`config.mk`:
```
export PLATFORM = sky130hd
export DESIGN_NAME = pf_bin_inverter
export DESIGN_NICKNAME = d
export VERILOG_FILES = /design/src/rtl/pf_inv_pkg.sv /design/src/rtl/pf_inv_halver.sv /design/src/rtl/pf_inv_modsub.sv /design/src/rtl/pf_bin_inverter.sv
export SDC_FILE = /design/constraint.sdc
export NUM_CORES = 1
export LEC_CHECK = 0
export ABC_AREA = 0
export BUFFER_PORTS_ARGS = -buffer_cell sky130_fd_sc_hd__clkbuf_2
export CAP_MARGIN = 40
export CORE_UTILIZATION = 57
export CTS_BUF_LIST = sky130_fd_sc_hd__clkbuf_16
export CTS_CLUSTER_SIZE = 25
export DETAILED_ROUTE_END_ITERATION = 8
export PLACE_DENSITY = 0.79
export SETUP_SLACK_MARGIN = 0.15
export SLEW_MARGIN = 15
export SYNTH_ARGS = -nofsm -noshare
export SYNTH_HDL_FRONTEND = slang
export SYNTH_SLANG_ARGS = --single-unit
export TNS_END_PERCENT = 20
```
`constraint.sdc`:
```
create_clock -name clk -period 3.6 [get_ports clk]
set_clock_uncertainty 0.2 [all_clocks]
set_input_delay 0.18 -clock clk [delete_from_list [all_inputs] [get_ports clk]]
set_output_delay 0.18 -clock clk [all_outputs]
set_load 0.02 [all_outputs]
```
`src/rtl/pf_inv_pkg.sv`:
```
// Package: shared types for the prime-field inverter.
// Assumes nothing beyond the standard enum support.
package pf_inv_pkg;
    typedef enum logic [0:0] {
        ST_IDLE = 1'b0,
        ST_LOOP = 1'b1
    } inv_state_e;
endpackage

```
`src/rtl/pf_inv_halver.sv`:
```
// Halves an even working value and halves its companion coefficient modulo p.
// Assumes coef_i < p_i and p_i odd, so (coef + p) / 2 stays below p.
module pf_inv_halver #(
    parameter int W = 8
) (
    input  logic [W-1:0] val_i,
    input  logic [W-1:0] coef_i,
    input  logic [W-1:0] p_i,
    output logic [W-1:0] val_o,
    output logic [W-1:0] coef_o
);
    localparam int WX = W + 1;

    logic [WX-1:0] coef_sum;

    // Adds p to an odd coefficient so that the sum is even, then shifts both values.
    always_comb begin
        coef_sum = {1'b0, coef_i} + (coef_i[0] ? {1'b0, p_i} : '0);
        val_o    = val_i >> 1;
        coef_o   = coef_sum[WX-1:1];
    end
endmodule

```
`src/rtl/pf_inv_modsub.sv`:
```
// Computes (a - b) mod p for a, b in [0, p-1].
// Assumes both operands are already reduced; the result is then reduced too.
module pf_inv_modsub #(
    parameter int W = 8
) (
    input  logic [W-1:0] a_i,
    input  logic [W-1:0] b_i,
    input  logic [W-1:0] p_i,
    output logic [W-1:0] diff_o
);
    localparam int WX = W + 1;

    logic [WX-1:0] raw;

    // Takes the raw difference and folds a negative one back by adding p.
    always_comb begin
        raw    = {1'b0, a_i} - {1'b0, b_i};
        diff_o = raw[WX-1] ? (raw[W-1:0] + p_i) : raw[W-1:0];
    end
endmodule

```
`src/rtl/pf_bin_inverter.sv`:
```
// Top: multiplicative inverse modulo an odd prime through a binary extended
// Euclidean loop, one step per clock. Assumes elem_i < mod_i and mod_i is an odd
// prime below 2^W. A zero element is flagged and never enters the loop.
module pf_bin_inverter #(
    parameter int W = 8
) (
    input  logic         clk,
    input  logic         rst_n,
    input  logic         start_i,
    input  logic [W-1:0] elem_i,
    input  logic [W-1:0] mod_i,
    output logic [W-1:0] inv_o,
    output logic         done_o,
    output logic         err_o
);
    import pf_inv_pkg::*;

    inv_state_e   state_q;
    logic [W-1:0] y_q, d_q, b_q, x_q, p_q;
    logic [W-1:0] y_n, d_n, b_n, x_n;
    logic         done_q, err_q;

    logic [W-1:0] y_half, b_half, d_half, x_half;
    logic [W-1:0] b_minus_x, x_minus_b;

    pf_inv_halver #(.W(W)) u_half_y (
        .val_i(y_q), .coef_i(b_q), .p_i(p_q), .val_o(y_half), .coef_o(b_half)
    );
    pf_inv_halver #(.W(W)) u_half_d (
        .val_i(d_q), .coef_i(x_q), .p_i(p_q), .val_o(d_half), .coef_o(x_half)
    );
    pf_inv_modsub #(.W(W)) u_sub_b (
        .a_i(b_q), .b_i(x_q), .p_i(p_q), .diff_o(b_minus_x)
    );
    pf_inv_modsub #(.W(W)) u_sub_x (
        .a_i(x_q), .b_i(b_q), .p_i(p_q), .diff_o(x_minus_b)
    );

    // Picks one loop step: halve Y, else halve D, else compare and subtract.
    always_comb begin
        y_n = y_q;
        d_n = d_q;
        b_n = b_q;
        x_n = x_q;
        if (!y_q[0]) begin
            y_n = y_half;
            b_n = b_half;
        end else if (!d_q[0]) begin
            d_n = d_half;
            x_n = x_half;
        end else if (y_q >= d_q) begin
            y_n = y_q - d_q;
            b_n = b_minus_x;
        end else begin
            d_n = d_q - y_q;
            x_n = x_minus_b;
        end
    end

    // Sequences load, loop and completion and holds the result while idle.
    always_ff @(posedge clk) begin
        if (!rst_n) begin
            state_q <= ST_IDLE;
            y_q     <= '0;
            d_q     <= '0;
            b_q     <= '0;
            x_q     <= '0;
            p_q     <= '0;
            done_q  <= 1'b0;
            err_q   <= 1'b0;
        end else begin
            done_q <= 1'b0;
            err_q  <= 1'b0;
            case (state_q)
                ST_IDLE: begin
                    if (start_i) begin
                        p_q <= mod_i;
                        x_q <= '0;
                        if (elem_i == '0) begin
                            done_q <= 1'b1;
                            err_q  <= 1'b1;
                        end else begin
                            y_q     <= elem_i;
                            d_q     <= mod_i;
                            b_q     <= W'(1);
                            state_q <= ST_LOOP;
                        end
                    end
                end
                ST_LOOP: begin
                    if (y_q == '0) begin
                        done_q  <= 1'b1;
                        state_q <= ST_IDLE;
                    end else begin
                        y_q <= y_n;
                        d_q <= d_n;
                        b_q <= b_n;
                        x_q <= x_n;
                    end
                end
                default: state_q <= ST_IDLE;
            endcase
        end
    end

    assign inv_o  = x_q;
    assign done_o = done_q;
    assign err_o  = err_q;

    // the coefficients stay reduced and D never collapses during the loop.
    p_coef_range_r7: assert property (@(posedge clk) disable iff (!rst_n)
        (state_q == ST_LOOP) |-> (b_q < p_q && x_q < p_q && d_q != '0));

    // a successful result is reduced below the modulus.
    p_inv_range_r2: assert property (@(posedge clk) disable iff (!rst_n)
        (done_o && !err_o) |-> (inv_o < p_q));

    // done is a single-cycle pulse.
    p_done_pulse_r3: assert property (@(posedge clk) disable iff (!rst_n)
        done_o |=> !done_o);

    // an error is only reported together with done.
    p_err_with_done_r4: assert property (@(posedge clk) disable iff (!rst_n)
        err_o |-> done_o);

    // the result does not move while idle and not started.
    p_inv_hold_r6: assert property (@(posedge clk) disable iff (!rst_n)
        (state_q == ST_IDLE && !start_i) |=> $stable(inv_o));
endmodule

```
==> results of run 1 <==
==> sequential cells by signal (all words and copies together), names as in the netlist <==
name	cells
done_o	1
inv_o	8
y_q	8
b_q	8
state_q	1
p_q	8
err_o	1
d_q	8
==> Yosys cell counts (5+ instances only) <==
cell type                  instances  area share (%)
sky130_fd_sc_hd__a211oi_1          8             1.2
sky130_fd_sc_hd__xnor2_1          20             3.6
sky130_fd_sc_hd__dfxtp_1          43              18
sky130_fd_sc_hd__nand3_1          21             2.2
sky130_fd_sc_hd__o21a_1           10             1.6
sky130_fd_sc_hd__and2_1           14             1.8
sky130_fd_sc_hd__o221ai_1          6             1.1
sky130_fd_sc_hd__a21oi_1          54             5.6
sky130_fd_sc_hd__fa_1              8             3.3
sky130_fd_sc_hd__buf_2             7            0.73
sky130_fd_sc_hd__nand2b_1          6            0.78
sky130_fd_sc_hd__o211ai_1          8             1.2
sky130_fd_sc_hd__xor2_1           18             3.3
sky130_fd_sc_hd__nor3_1           11             1.1
sky130_fd_sc_hd__o21bai_1          5            0.78
sky130_fd_sc_hd__a31oi_1          11             1.4
sky130_fd_sc_hd__o21ai_1           5            0.52
sky130_fd_sc_hd__ha_1             58              15
sky130_fd_sc_hd__inv_1            57             4.4
sky130_fd_sc_hd__nor2_1           35             2.7
sky130_fd_sc_hd__mux2i_1           8             1.7
sky130_fd_sc_hd__nor4_1            9             1.2
sky130_fd_sc_hd__nand2_1          50             3.9
sky130_fd_sc_hd__nor2b_1          13             1.7
sky130_fd_sc_hd__a21o_1           11             1.7
sky130_fd_sc_hd__o21ai_0          31             3.2
sky130_fd_sc_hd__clkbuf_1         18             1.4
==> cells by family after synthesis <==
group                      share of synthesized area [%]
AOI/OAI and AO/OA                                   27.0
xor gates and xnor gates                            6.92
adders and majority gates                           18.4
buffers and inverters                               7.91
DFF                                                 17.9
muxes                                               2.13
and+or+nand+nor                                     19.8
==> power by group through the flow <==
| stage | Clock, W | Combinational (W) | Sequential, W |
|---|---|---|---|
| floorplan | 0 | 0.000898 | 0.000567 |
| global placement | 0 | 0.00108 | 0.000585 |
| detailed placement | 0 | 0.00111 | 0.000586 |
| CTS | 0.000464 | 0.00113 | 0.000575 |
| global route | 0.000482 | 0.00130 | 0.000582 |
| finish | 0.000462 | 0.00118 | 0.000578 |
==> worst max-delay path by stage <==
| stage | depth (start not counted) | from | endpoint |
|---|---|---|---|
| final | 12 | b_q[0]$_SDFFE_PN0P_ | b_q[6]$_SDFFE_PN0P_ |
| after global routing | 12 | b_q[0]$_SDFFE_PN0P_ | b_q[6]$_SDFFE_PN0P_ |
| after CTS | 12 | b_q[0]$_SDFFE_PN0P_ | b_q[6]$_SDFFE_PN0P_ |
| after detailed placement | 13 | b_q[1]$_SDFFE_PN0P_ | inv_o[7]$_SDFFE_PN0P_ |
| after global placement | 12 | b_q[1]$_SDFFE_PN0P_ | inv_o[5]$_SDFFE_PN0P_ |
| after floorplan | 15 | inv_o[0]$_SDFFE_PN0P_ | inv_o[5]$_SDFFE_PN0P_ |
==> per-stage QoR <==
stage	area, µm²	setup WS [ns]	hold slack [ns]
2_1_floorplan	4810	0.183	0.116
3_3_place_gp	5030	0.251	0.223
3_5_place_dp	5030	0.0980	0.229
4_1_cts	5310	0.161	0.0392
5_1_grt	5390	0.102	0.0804
6_report	5390	0.260	0.0418
==> what timing repair did <==
item	4_1_cts	5_1_grt
hold endpoints to repair	10	0
hold buffers	12	0
gates resized for setup	2	17
setup endpoints to repair	2	6
pin swaps	0	5
==> metal layers <==
| layer | share of wire (%) | up-vias | track usage (%) |
|---|---|---|---|
| met5 | 0 | - | 0 |
| met4 | 4.0 | 0 | 14.0 |
| met3 | 5.8 | 45 | 3.24 |
| met2 | 50 | 178 | 56.1 |
| met1 | 40 | 2222 | 38.8 |
| li1 | - | 2303 | - |
==> critical path: stages (launching register included) <==
cell and delay, ns:
sky130_fd_sc_hd__dfxtp_1 0.34, sky130_fd_sc_hd__inv_1 0.07, sky130_fd_sc_hd__ha_1 0.13, sky130_fd_sc_hd__inv_1 0.06
sky130_fd_sc_hd__fa_2 0.56, sky130_fd_sc_hd__inv_1 0.08, sky130_fd_sc_hd__fa_2 0.37, sky130_fd_sc_hd__nor2b_1 0.17
sky130_fd_sc_hd__o21ai_2 0.09, sky130_fd_sc_hd__a21boi_2 0.19, sky130_fd_sc_hd__nor3_1 0.07, sky130_fd_sc_hd__or4b_2 0.66
sky130_fd_sc_hd__a41o_1 0.24
==> area by class of cell <==
class,instances,area [µm²],area share (%)
clock buffers,5,125,2.32
repair buffers,54,365,6.78
flip-flops and latches,43,863,16.0
clock inverters,3,20.0,0.372
multi-input cells,493,3660,67.9
well taps,105,131,2.44
inverters,59,221,4.11
==> qor.log, run 1 <==
INFO  status         status=finished clean
INFO  sta            relSlewSlack=56.6%
INFO  floorplanning  floorplan.io_pins=29
INFO  clock_network  post-cts-setup-buffers=0
INFO  pwr            p_int=0.00126W
INFO  routing        route.vias.total=4748
INFO  yosys          syn-num-nets=712
INFO  floorplanning  die_h=93.8µm
INFO  floorplanning  rows=33
INFO  final_layout   drive_gt1_share=12.9%
INFO  pwr            power.share.switching=43.0%
INFO  final_layout   num-nets-final=741
INFO  pwr            total_leakage_power=2.33nW
INFO  routing        drt.antenna.violating_nets=0
INFO  critical_path  setup.worst_path.class=reg2reg
INFO  pwr            powerDensity=411mW/mm²
INFO  final_layout   area_growth_from_synthesis_to_layout=12.0%
INFO  critical_path  worst_r2r_startpoint=b_q[0]$_SDFFE_PN0P_
INFO  routing        drc=0
INFO  yosys          ys_async_sr_fraction=0%
INFO  critical_path  timing.reg2reg.setup_slack=0.26ns
INFO  placement      io_port_bufs=28
INFO  placement      hpwlAfterDp=10100µm
INFO  yosys          postSynthCellCount=627
INFO  yosys          yosys_warnings=0
INFO  global_route   grt_remaining_overflow=0
INFO  global_route   grt_pass1_vias=4661
INFO  yosys          syn-cell-area=0.00481mm²
INFO  yosys          synth_enable_flop_cells=0
INFO  sta            setup_viol_count_final=0
INFO  yosys          ys_seq_elements=43
INFO  yosys          syn_area_per_cell=7.67µm²
INFO  global_route   grt_max_degree=37
INFO  critical_path  path_max_fanout=3
INFO  final_layout   final-instance-count-excl-fill=762
INFO  floorplanning  core=0.00818mm²
INFO  global_route   grt_pass1_wl=22000µm
INFO  routing        first_pass_iters=5
INFO  clock_network  cts_sinks=43
INFO  floorplanning  fp.dieW=93.8µm
INFO  clock_network  numCtsBuffers=5
INFO  pwr            power.sequential.fraction=26.1%
INFO  final_layout   most-common-layout-cells=57 x sky130_fd_sc_hd__inv_1, 57 x sky130_fd_sc_hd__ha_1, 52 x sky130_fd_sc_hd__a21oi_1, 49 x sky130_fd_sc_hd__nand2_1, 41 x sky130_fd_sc_hd__dfxtp_1
INFO  pwr            power_dissipated_by_switching_net_loads=0.000953W
INFO  yosys          synth_sequential_area_ratio=17.9%
INFO  critical_path  timing.rr.end=b_q[6]$_SDFFE_PN0P_
INFO  sta            worst_slew_pin_slew=0.650ns
INFO  sta            hold_viol=0
INFO  routing        detailed_route_wire_length_per_cell=17.3µm
INFO  final_layout   antenna_cells=0
INFO  hold_path      hold_path_startpoint=elem_i[1]
INFO  hold_path      worstHoldPathType=in2reg
INFO  yosys          synth-main-ff-cell=sky130_fd_sc_hd__dfxtp_1
INFO  sta            max_freq=299MHz
INFO  critical_path  cp-end-kind=register
INFO  critical_path  crit_path_dat=3.33ns
INFO  clock_network  cts_htree_levels=2
INFO  sta            rsz_0062_raised_after_global_routing=true
INFO  final_layout   n_fill_cell=698
INFO  floorplanning  initial_utilization=58.8%
INFO  pwr            power.ir.vdd_worst=0.274mV
INFO  routing        totalWireLength=13200µm
INFO  hold_path      hold_end=y_q[1]$_SDFFE_PN0P_
INFO  clock_network  cts.clk_slew.worst_paths=0.06ns
INFO  routing        dr.first_iter.drc_count=187
INFO  sta            fin_tns_setup=0ns
INFO  clock_network  cts.root.buffer_cell=sky130_fd_sc_hd__clkbuf_16
INFO  global_route   grt_util_all_layers=31.8%
INFO  clock_network  clk_latency=0.29ns
INFO  floorplanning  die_area=0.00881mm²
INFO  flow_run       drv_cap=0
INFO  sta            period_share=92.8%
INFO  pwr            total_power=0.00222W
INFO  critical_path  worst_ep_required_time=3.59ns
INFO  final_layout   postLayoutCoreUtil=65.9%
INFO  pwr            power_frac_comb=53.0%
INFO  placement      routability_cong=0.938
INFO  clock_network  clock_path_buffers=2
INFO  clock_network  tritoncts=yes
INFO  placement      place.detailed.instances=742
INFO  routing        drt-vias-per-instance=6.23
INFO  global_route   grt_antenna_before_repair=0
INFO  critical_path  timing.critical_path.from_type=register
INFO  hold_path      worstHoldPathCells=3
INFO  sta            period_minus_slack=3.34ns
INFO  critical_path  worst-r2r-cell-count=12
INFO  sta            finalMaxSlewViolations=0
INFO  pwr            clock_power_share=20.9%
INFO  yosys          synthDistinctLibCells=74
Note: power is estimated with default switching activity, not from simulation.
==> run 2: changes to the inputs <==
--- a/config.mk
+++ b/config.mk
@@ -8,11 +8,13 @@
 export ABC_AREA = 0
 export BUFFER_PORTS_ARGS = -buffer_cell sky130_fd_sc_hd__clkbuf_2
 export CAP_MARGIN = 40
-export CORE_UTILIZATION = 57
+export CELL_PAD_IN_SITES_DETAIL_PLACEMENT = 1
+export CELL_PAD_IN_SITES_GLOBAL_PLACEMENT = 2
+export CORE_UTILIZATION = 34
 export CTS_BUF_LIST = sky130_fd_sc_hd__clkbuf_16
 export CTS_CLUSTER_SIZE = 25
 export DETAILED_ROUTE_END_ITERATION = 8
-export PLACE_DENSITY = 0.79
+export PLACE_DENSITY = 0.8
 export SETUP_SLACK_MARGIN = 0.15
 export SLEW_MARGIN = 15
 export SYNTH_ARGS = -nofsm -noshare
==> qor.log, run 2 (synthesis results as in run 1) <==
INFO  hold_path      worstHoldPathType=in2reg
INFO  clock_network  cts_htree_levels=2
INFO  sta            setup_viol_count_final=0
INFO  pwr            power.ir.vdd_worst=0.248mV
INFO  final_layout   antenna_cells=0
INFO  sta            finalMaxSlewViolations=0
INFO  critical_path  cp-end-kind=register
INFO  routing        dr.first_iter.drc_count=142
INFO  critical_path  worst_path_max_delay_cell=sky130_fd_sc_hd__fa_1
INFO  floorplanning  core=0.0138mm²
INFO  global_route   grt_max_degree=37
INFO  floorplanning  rows=43
INFO  sta            hold_viol=0
INFO  clock_network  tritoncts=yes
INFO  sta            worst_hold_slack=0.0156ns
INFO  status         status=finished clean
INFO  sta            worst_slew_pin_slew=0.633ns
INFO  critical_path  timing.critical_path.from_type=register
INFO  final_layout   layout.cells.most_common=sky130_fd_sc_hd__inv_1
INFO  global_route   grt_util_all_layers=22.9%
INFO  critical_path  critical_path.most_common_cell=sky130_fd_sc_hd__nand2_1
INFO  floorplanning  die_area=0.0146mm²
INFO  clock_network  clock_path_buffers=2
INFO  final_layout   most-common-layout-cells=57 x sky130_fd_sc_hd__inv_1, 56 x sky130_fd_sc_hd__ha_1, 53 x sky130_fd_sc_hd__a21oi_1, 48 x sky130_fd_sc_hd__nand2_1, 42 x sky130_fd_sc_hd__dfxtp_1
INFO  pwr            total_leakage_power=2.36nW
INFO  floorplanning  die_h=121µm
INFO  sta            period_share=92.8%
INFO  flow_run       drv_cap=0
INFO  final_layout   num-nets-final=745
INFO  sta            relSlewSlack=57.7%
INFO  global_route   grt_antenna_before_repair=0
INFO  routing        totalWireLength=15700µm
INFO  pwr            total_power=0.00231W
INFO  critical_path  critical-path-max-stage-delay=0.46ns
INFO  global_route   grt_pass1_vias=5051
INFO  clock_network  cts_sinks=43
INFO  sta            period_minus_slack=3.34ns
INFO  routing        route.vias.total=4667
INFO  placement      io_port_bufs=28
INFO  routing        drt.antenna.violating_nets=0
INFO  placement      placement.cell_area=0.00516mm²
INFO  routing        drc=0
INFO  floorplanning  fp.dieW=121µm
INFO  critical_path  path_max_fanout=5
INFO  clock_network  cts.root.buffer_cell=sky130_fd_sc_hd__clkbuf_16
INFO  clock_network  numCtsBuffers=5
INFO  sta            rsz_0062_raised_after_global_routing=true
INFO  final_layout   drive_gt1_share=13.3%
INFO  global_route   grt_remaining_overflow=0
INFO  critical_path  crit_path_dat=3.36ns
INFO  pwr            powerDensity=421mW/mm²
INFO  final_layout   area_growth_from_synthesis_to_layout=14.5%
INFO  sta            max_freq=299MHz
INFO  floorplanning  initial_utilization=34.8%
INFO  routing        detailed_route_wire_length_per_cell=18.7µm
INFO  placement      hpwlAfterDp=12700µm
INFO  critical_path  worst_ep_required_time=3.62ns
INFO  critical_path  setup.worst_path.class=reg2reg
INFO  routing        drt-vias-per-instance=5.55
INFO  clock_network  cts.clk_slew.worst_paths=0.06ns
INFO  final_layout   design_area=0.00550mm²
INFO  clock_network  clk_latency=0.29ns
INFO  routing        first_pass_iters=4
INFO  critical_path  timing.critical_path.cells=inv_1 > fa_1 > nand3_1 > nand2_1 > xnor2_1 > ha_1 > and3_1 > a2111oi_4 > a21oi_1 > xor2_1 > nand2_1 > xnor2_2 > o21ai_1
INFO  floorplanning  floorplan.io_pins=29
INFO  placement      routability_cong=0.853
INFO  global_route   grt_pass1_wl=26100µm
INFO  sta            fin_tns_setup=0ns
## run 2: changes by cell type in the layout (fill, tap and decap cells not counted), moves of 2 or more
cell                            delta
sky130_fd_sc_hd__dlygate4sd3_1     -3
sky130_fd_sc_hd__xnor2_1           +2
sky130_fd_sc_hd__xnor2_2           -2
sky130_fd_sc_hd__buf_4             +7
sky130_fd_sc_hd__clkinvlp_4        -2
## run 2: cell type report
class / instances / area, µm²
repair buffers: 58 / 388
flip-flops and latches: 43 / 862
inverters: 59 / 221
multi-input cells: 493 / 3640
fillers: 1696 / 8320
clock buffers: 5 / 125
well taps: 180 / 225
clock inverters: 3 / 38.8
## run 2: where the power goes
| part | switching [W] | internal, W | leakage, nW |
|---|---|---|---|
| Combinational | 0.000712 | 0.000497 | 1.92 |
| Clock | 0.000203 | 0.000324 | 0.0812 |
| Sequential | 0.0000589 | 0.000519 | 0.353 |
| Total | 0.000974 | 0.00134 | 2.36 |
## run 2: worst max-delay path, delay by kind of cell (launching register included)
family                     cells  cell delay (ns)
adders and majority gates      2             0.76
buffers and inverters          1             0.15
and+or+nand+nor                4             0.53
DFF                            1             0.41
xor gates and xnor gates       3             0.52
AOI/OAI and AO/OA              3             0.69
## run 2: metal layers
metal / track usage, % / up-vias / routed length [µm]
li1: - / 2307 / -
met1: 26.5 / 2279 / 6830
met2: 43.2 / 56 / 8230
met3: 2.87 / 25 / 280
met4: 7.25 / 0 / 399
met5: 0 / - / 0
## run 2: what timing repair did
action / 4_1_cts / 5_1_grt
resized for setup: 1 / 17
pin swaps: 0 / 6
hold buffers: 9 / 0
hold endpoints to repair: 9 / 0
setup endpoints to repair: 1 / 11
buffers inserted: 0 / 2
## run 2: worst paths after layout
path | slack, ns | end | start | cells past startpoint
setup / recovery | 0.26 | inv_o[7]$_SDFFE_PN0P_ | b_q[1]$_SDFFE_PN0P_ | 13
setup reg to reg | 0.26 | inv_o[7]$_SDFFE_PN0P_ | b_q[1]$_SDFFE_PN0P_ | 13
hold / removal | 0.02 | err_o$_SDFF_PP0_ | elem_i[2] | 3
hold reg to reg | 0.34 | d_q[7]$_SDFFE_PN0P_ | d_q[7]$_SDFFE_PN0P_ | 1
## run 2: stage by stage
stage,setup slack (ns),util [%],std cells
after floorplan,0.183,-,627
final,0.261,39.8,841
after global placement,0.231,37.3,822
after CTS,0.179,39.2,839
after global routing,0.0180,39.8,841
after detailed placement,0.172,37.3,822
